===== src/rtl/fracn_pkg.sv =====
package fracn_pkg;
  localparam int unsigned N_W    = 8;
  localparam int unsigned FRAC_W = 16;
  localparam int unsigned OFS_W  = 3;
  typedef logic signed [OFS_W-1:0] ofs_t;
endpackage


===== src/rtl/fracn_acc.sv =====
module fracn_acc #(
  parameter int unsigned W = 16
) (
  input  logic         clk_i,
  input  logic         rst_ni,
  input  logic         en_i,
  input  logic         clr_i,
  input  logic [W-1:0] add_i,
  output logic [W-1:0] sum_o,
  output logic         carry_o
);
  logic [W-1:0] acc_q;
  logic [W:0]   total;

  assign total   = {1'b0, acc_q} + {1'b0, add_i};
  assign sum_o   = total[W-1:0];
  assign carry_o = total[W];

  always_ff @(posedge clk_i or negedge rst_ni) begin
    if (!rst_ni)    acc_q <= '0;
    else if (en_i)  acc_q <= clr_i ? '0 : sum_o;
  end
endmodule


===== src/rtl/fracn_mash.sv =====
module fracn_mash
  import fracn_pkg::*;
#(
  parameter int unsigned FW = FRAC_W
) (
  input  logic          clk_i,
  input  logic          rst_ni,
  input  logic          step_i,
  input  logic          order2_i,
  input  logic [FW-1:0] frac_i,
  output ofs_t          ofs_o
);
  localparam int unsigned STAGES = 2;

  logic [FW-1:0]     add_w [STAGES];
  logic [FW-1:0]     sum_w [STAGES];
  logic [STAGES-1:0] cy_w;
  logic              c2_q;

  for (genvar k = 0; k < STAGES; k++) begin : g_stage
    if (k == 0) begin : g_head
      assign add_w[k] = frac_i;
    end else begin : g_tail
      assign add_w[k] = sum_w[k-1];
    end
    fracn_acc #(.W(FW)) u_acc (
      .clk_i  (clk_i),
      .rst_ni (rst_ni),
      .en_i   (step_i),
      .clr_i  ((k > 0) && !order2_i),
      .add_i  (add_w[k]),
      .sum_o  (sum_w[k]),
      .carry_o(cy_w[k])
    );
  end

  // second-stage carry of the previous boundary, for the difference term
  always_ff @(posedge clk_i or negedge rst_ni) begin
    if (!rst_ni)      c2_q <= 1'b0;
    else if (step_i)  c2_q <= order2_i ? cy_w[1] : 1'b0;
  end

  ofs_t c1_s, c2_s, c2q_s;
  assign c1_s  = ofs_t'({2'b00, cy_w[0]});
  assign c2_s  = ofs_t'({2'b00, cy_w[1]});
  assign c2q_s = ofs_t'({2'b00, c2_q});
  assign ofs_o = order2_i ? (c1_s + c2_s - c2q_s) : c1_s;
endmodule


===== src/rtl/fracn_cnt.sv =====
module fracn_cnt
  import fracn_pkg::*;
#(
  parameter int unsigned NW = N_W
) (
  input  logic          clk_i,
  input  logic          rst_ni,
  input  logic [NW-1:0] n_i,
  input  ofs_t          ofs_i,
  output logic          bnd_o,
  output logic          pulse_o,
  output ofs_t          ofs_o
);
  localparam int unsigned CNT_W = NW + 1;

  logic [CNT_W-1:0] cnt_q;
  logic [CNT_W-1:0] load;

  assign load    = {1'b0, n_i} + {{(CNT_W-OFS_W){ofs_i[OFS_W-1]}}, ofs_i};
  assign bnd_o   = (cnt_q <= CNT_W'(1));
  assign pulse_o = (cnt_q == CNT_W'(1));

  always_ff @(posedge clk_i or negedge rst_ni) begin
    if (!rst_ni) begin
      cnt_q <= '0;
      ofs_o <= '0;
    end else if (bnd_o) begin
      cnt_q <= load;
      ofs_o <= ofs_i;
    end else begin
      cnt_q <= cnt_q - CNT_W'(1);
    end
  end
endmodule


===== src/rtl/fracn_div.sv =====
module fracn_div
  import fracn_pkg::*;
#(
  parameter int unsigned NW = N_W,
  parameter int unsigned FW = FRAC_W
) (
  input  logic                clk_i,
  input  logic                rst_ni,
  input  logic [NW-1:0]       n_i,
  input  logic [FW-1:0]       frac_i,
  input  logic                order2_i,
  output logic                pulse_o,
  output logic signed [2:0]   ofs_o
);
  logic bnd;
  ofs_t ofs_nxt;
  ofs_t ofs_cur;

  fracn_mash #(.FW(FW)) u_mash (
    .clk_i   (clk_i),
    .rst_ni  (rst_ni),
    .step_i  (bnd),
    .order2_i(order2_i),
    .frac_i  (frac_i),
    .ofs_o   (ofs_nxt)
  );

  fracn_cnt #(.NW(NW)) u_cnt (
    .clk_i  (clk_i),
    .rst_ni (rst_ni),
    .n_i    (n_i),
    .ofs_i  (ofs_nxt),
    .bnd_o  (bnd),
    .pulse_o(pulse_o),
    .ofs_o  (ofs_cur)
  );

  assign ofs_o = ofs_cur;
endmodule


===== config.mk =====
export PLATFORM = sky130hd
export DESIGN_NAME = fracn_div
export DESIGN_NICKNAME = d
export VERILOG_FILES = /design/src/rtl/fracn_pkg.sv /design/src/rtl/fracn_acc.sv /design/src/rtl/fracn_mash.sv /design/src/rtl/fracn_cnt.sv /design/src/rtl/fracn_div.sv
export SDC_FILE = /design/constraint.sdc
export NUM_CORES = 1
export LEC_CHECK = 0
export ABC_AREA = 1
export BUFFER_PORTS_ARGS = -buffer_cell sky130_fd_sc_hd__buf_2
export CAP_MARGIN = 40
export CORE_MARGIN = 4
export CORE_UTILIZATION = 40
export DETAILED_ROUTE_END_ITERATION = 10
export GPL_ROUTABILITY_DRIVEN = 0
export HOLD_SLACK_MARGIN = 0.15
export PLACE_DENSITY_LB_ADDON = 0.3
export SYNTH_ARGS = -nofsm -noshare
export SYNTH_HDL_FRONTEND = slang
export SYNTH_HIERARCHICAL = 1
export SYNTH_SLANG_ARGS = --single-unit
export TNS_END_PERCENT = 100

===== constraint.sdc =====
create_clock -name clk_i -period 5.1 [get_ports clk_i]
set_clock_uncertainty 0.05 [all_clocks]
set_input_delay 0.51 -clock clk_i [delete_from_list [all_inputs] [get_ports clk_i]]
set_output_delay 0.51 -clock clk_i [all_outputs]
set_load 0.05 [all_outputs]

==> reports/summary.md <==
The number of max-slew violations in the final report is 0. The tools report the leakage power figure as 2.689 nW. Clock-pin slew was measured on the worst setup and hold paths at 90 ps.

The initial core utilization is 0.4151. Total standard cell area after synthesis: 4324 um2. The wire-length estimate of the detail-placed layout is 8311 um.

The final antenna-violating net count is 0, and the via count of the first global-routing pass is 3976. The worst path in the final design needs a cycle of 4617 ps, including I/O delays and setup. The nature of the critical path endpoint was a register. The number of cell rows was 37. The filler cell count is 1072. Number of input and output port buffers inserted: 30. In this run, the number of DRC markers left after iteration 0 of detailed routing was 194.

Synthesis handed over a netlist of 662 instances. The cell type of the slowest stage on the worst timing path was fa_1. Once placement completed, the tool counted placed cells totaling 826. The relative slew slack was 0.6139. TritonCTS created 5 clock buffers.

The number of nets handed over by synthesis was 737. Data required time of the worst path: 5240 ps. Counting instances, the worst hold path has a depth of 2. The share of the clock period used by the worst path after layout is 0.9052. The cell family contributing the most delay on the critical path is adder cells. The maximum level of the CTS H-tree was 2.

The worst hold path terminates at u_cnt/ofs_o[0]$_DFFE_PN0N_. The post-synthesis to final-layout area growth came out at 12.12%. The tools report the total count of hold-check failures in the final report as 0.

Summing over every cut layer, the via total after detailed routing is 4063. The tools report the clock tree root buffer cell as clkbuf_8. The first TritonRoute pass finished after 4 iterations. Setup slack on the worst reg-to-reg path comes out at 480 ps. The fraction of final layout cells with drive strength greater than 1 is 0.1127. Total power for the finished layout comes to 1.001 mW. For the wire length of the first global-routing pass, the log shows 18020 um. The worst setup path is of the reg -> reg kind. The run gives 0.1709 as the total track usage. Measured along the x axis, the die boundary spans 112.0 um. The clock network latency to the later pin of the worst-skew pair is 300 ps. The power per unit of standard cell area is 206.4 nW/um2. Total clock sinks: 45.

Setup violations remaining at the end of the flow were counted as 0. Final global-route overflow total: 0. Dividing the detail-routed via count by the number of cells gives 4.854. Worst min-delay path category: reg -> reg. At the worst endpoint, the arrival time is 4750 ps.

The final-stage net count is 775. In this run the standard cell core region covers 10420 um2. The worst register-to-register path begins at u_mash/g_stage[0].u_acc/acc_q[0]$_DFFE_PN0P_.

The worst setup path is launched from a register. 31 I/O pins were placed. Counting both buffers and inverters, the worst setup path holds a total of 7. The transition time at the pin with the least slew margin was 576.9 ps; the final routed wire length divided by cell count was 12.29 um. The worst register-to-register path has a depth of 31.

After detailed routing, the number of remaining DRC violations is 0. After synthesis, the mean cell area works out to 6.532 um2. The number of antenna violations at the first check in global routing is 0, and the highest net fanout along the worst path is 5.

Setup repair after global routing left no endpoint under its margin. The run finished with clean final reports. Across the run, the number of max-cap violations was 0. For the final routed database, the setup TNS stands at 0 ps. The die covers 12540 um2. The worst register-to-register path ends at u_cnt/cnt_q[8]$_DFF_PN0_. The start point of the worst hold path is u_cnt/ofs_o[0]$_DFFE_PN0N_. Timing would allow up to 216.6 MHz. The routed design has 10290 um of wire.

The tools report the worst voltage drop across the vdd grid as 0.1090 mV. Cell seen most often among critical-path stages: nand2_1. The largest stage delay on the critical path is 400 ps, and the chip height is 112.0 um. Number of antenna repair diodes: 0. For the largest net degree at the start of global routing, the log shows 26. During synthesis, Yosys emitted a total of 6 warnings. TritonCTS built the clock tree. For the number of buffers between clock root and the deepest sink, the log shows 2. The number of non-filler instances in the completed layout came out at 837.
[sequential cells by signal (all words and copies together), names as in the netlist]
signal / cells
u_mash/c2_q: 1
u_mash/g_stage.u_acc/acc_q: 32
u_cnt/ofs_o: 3
u_cnt/cnt_q: 9
[area by class of cell]
cell class / instances / area [um2] / share of cell area
multi-input combinational: 488 / 2756 / 0.5685
sequential: 45 / 1126 / 0.2323
clock buffer: 7 / 86.33 / 0.01781
clock inverter: 1 / 30.03 / 0.006194
timing repair buffer: 36 / 214.0 / 0.04413
inverter: 124 / 465.4 / 0.09600
tap: 136 / 170.2 / 0.03510
[what timing repair did]
action / in CTS / in global routing
hold buffers: 1 / 0
resized for setup: 0 / 11
endpoints found under the setup margin: 0 / 6
endpoints found under the hold margin: 15 / 0
buffers inserted: 0 / 2
[worst max-delay path by stage]
stage                                                        startpoint                       end  slack, ps  cells past startpoint
final                      u_mash/g_stage[0].u_acc/acc_q[0]$_DFFE_PN0P_  u_cnt/cnt_q[8]$_DFF_PN0_        480                     31
after global routing      u_mash/g_stage[0].u_acc/acc_q[11]$_DFFE_PN0P_  u_cnt/cnt_q[8]$_DFF_PN0_        0.4                     30
after CTS                  u_mash/g_stage[0].u_acc/acc_q[0]$_DFFE_PN0P_  u_cnt/cnt_q[4]$_DFF_PN0_        340                     31
after detailed placement                                      frac_i[0]  u_cnt/cnt_q[4]$_DFF_PN0_        120                     32
after global placement                                        frac_i[0]  u_cnt/cnt_q[4]$_DFF_PN0_        230                     32
after floorplan                                               frac_i[0]  u_cnt/cnt_q[4]$_DFF_PN0_        630                     31
[placed cells by master (no fill, tap or decap), types with 3 or more instances in the layout]
master and count:
nand3b_1 6, xor2_1 5, fa_1 3, nor3_2 6, a21oi_1 21, clkbuf_8 6, nand3_1 47, ha_2 3
nor2_1 31, or2_2 3, and2_1 7, nand4_1 6, buf_2 30, nand2_1 253, nand2_2 6, ha_1 40
xor2_2 3, inv_1 123, o21ai_0 15, a22o_1 4, nor2_2 4, xnor2_1 8, dfrtp_1 45, buf_4 3
[stage by stage]
step / area (um2) / setup slack (ps) / hold slack [ps] / utilization
6_report: 4848 / 483.3 / 426.6 / 0.4655
5_1_grt: 4848 / 0.4223 / 434.1 / 0.4655
3_3_place_gp: 4623 / 234.8 / 406.2 / 0.4438
4_1_cts: 4781 / 335.4 / 429.6 / 0.4590
2_1_floorplan: 4324 / 625.3 / 164.4 / -
3_5_place_dp: 4654 / 117.6 / 412.4 / 0.4468
[routing by layer]
| metal | track usage | wire, um | vias to the layer above |
|---|---|---|---|
| met5 | 0 | 0 | - |
| met4 | 0.04087 | 137 | 0 |
| met3 | 0.02554 | 458 | 11 |
| met2 | 0.2766 | 4703 | 79 |
| met1 | 0.2410 | 4986 | 1846 |
| li1 | - | - | 2127 |
[where the power goes]
| part | total (mW) | internal (mW) | switching (mW) |
|---|---|---|---|
| clock network | 0.290 | 0.160 | 0.130 |
| logic | 0.351 | 0.137 | 0.215 |
| registers | 0.360 | 0.359 | 0.00131 |
| total | 1.00 | 0.655 | 0.345 |
[worst min-delay path, cell delays in order, from the launching register on]
cell and delay [ps]:
dfrtp_1 350, nand2_1 50, nand2_1 50
Note: power is estimated with default switching activity, not from simulation.
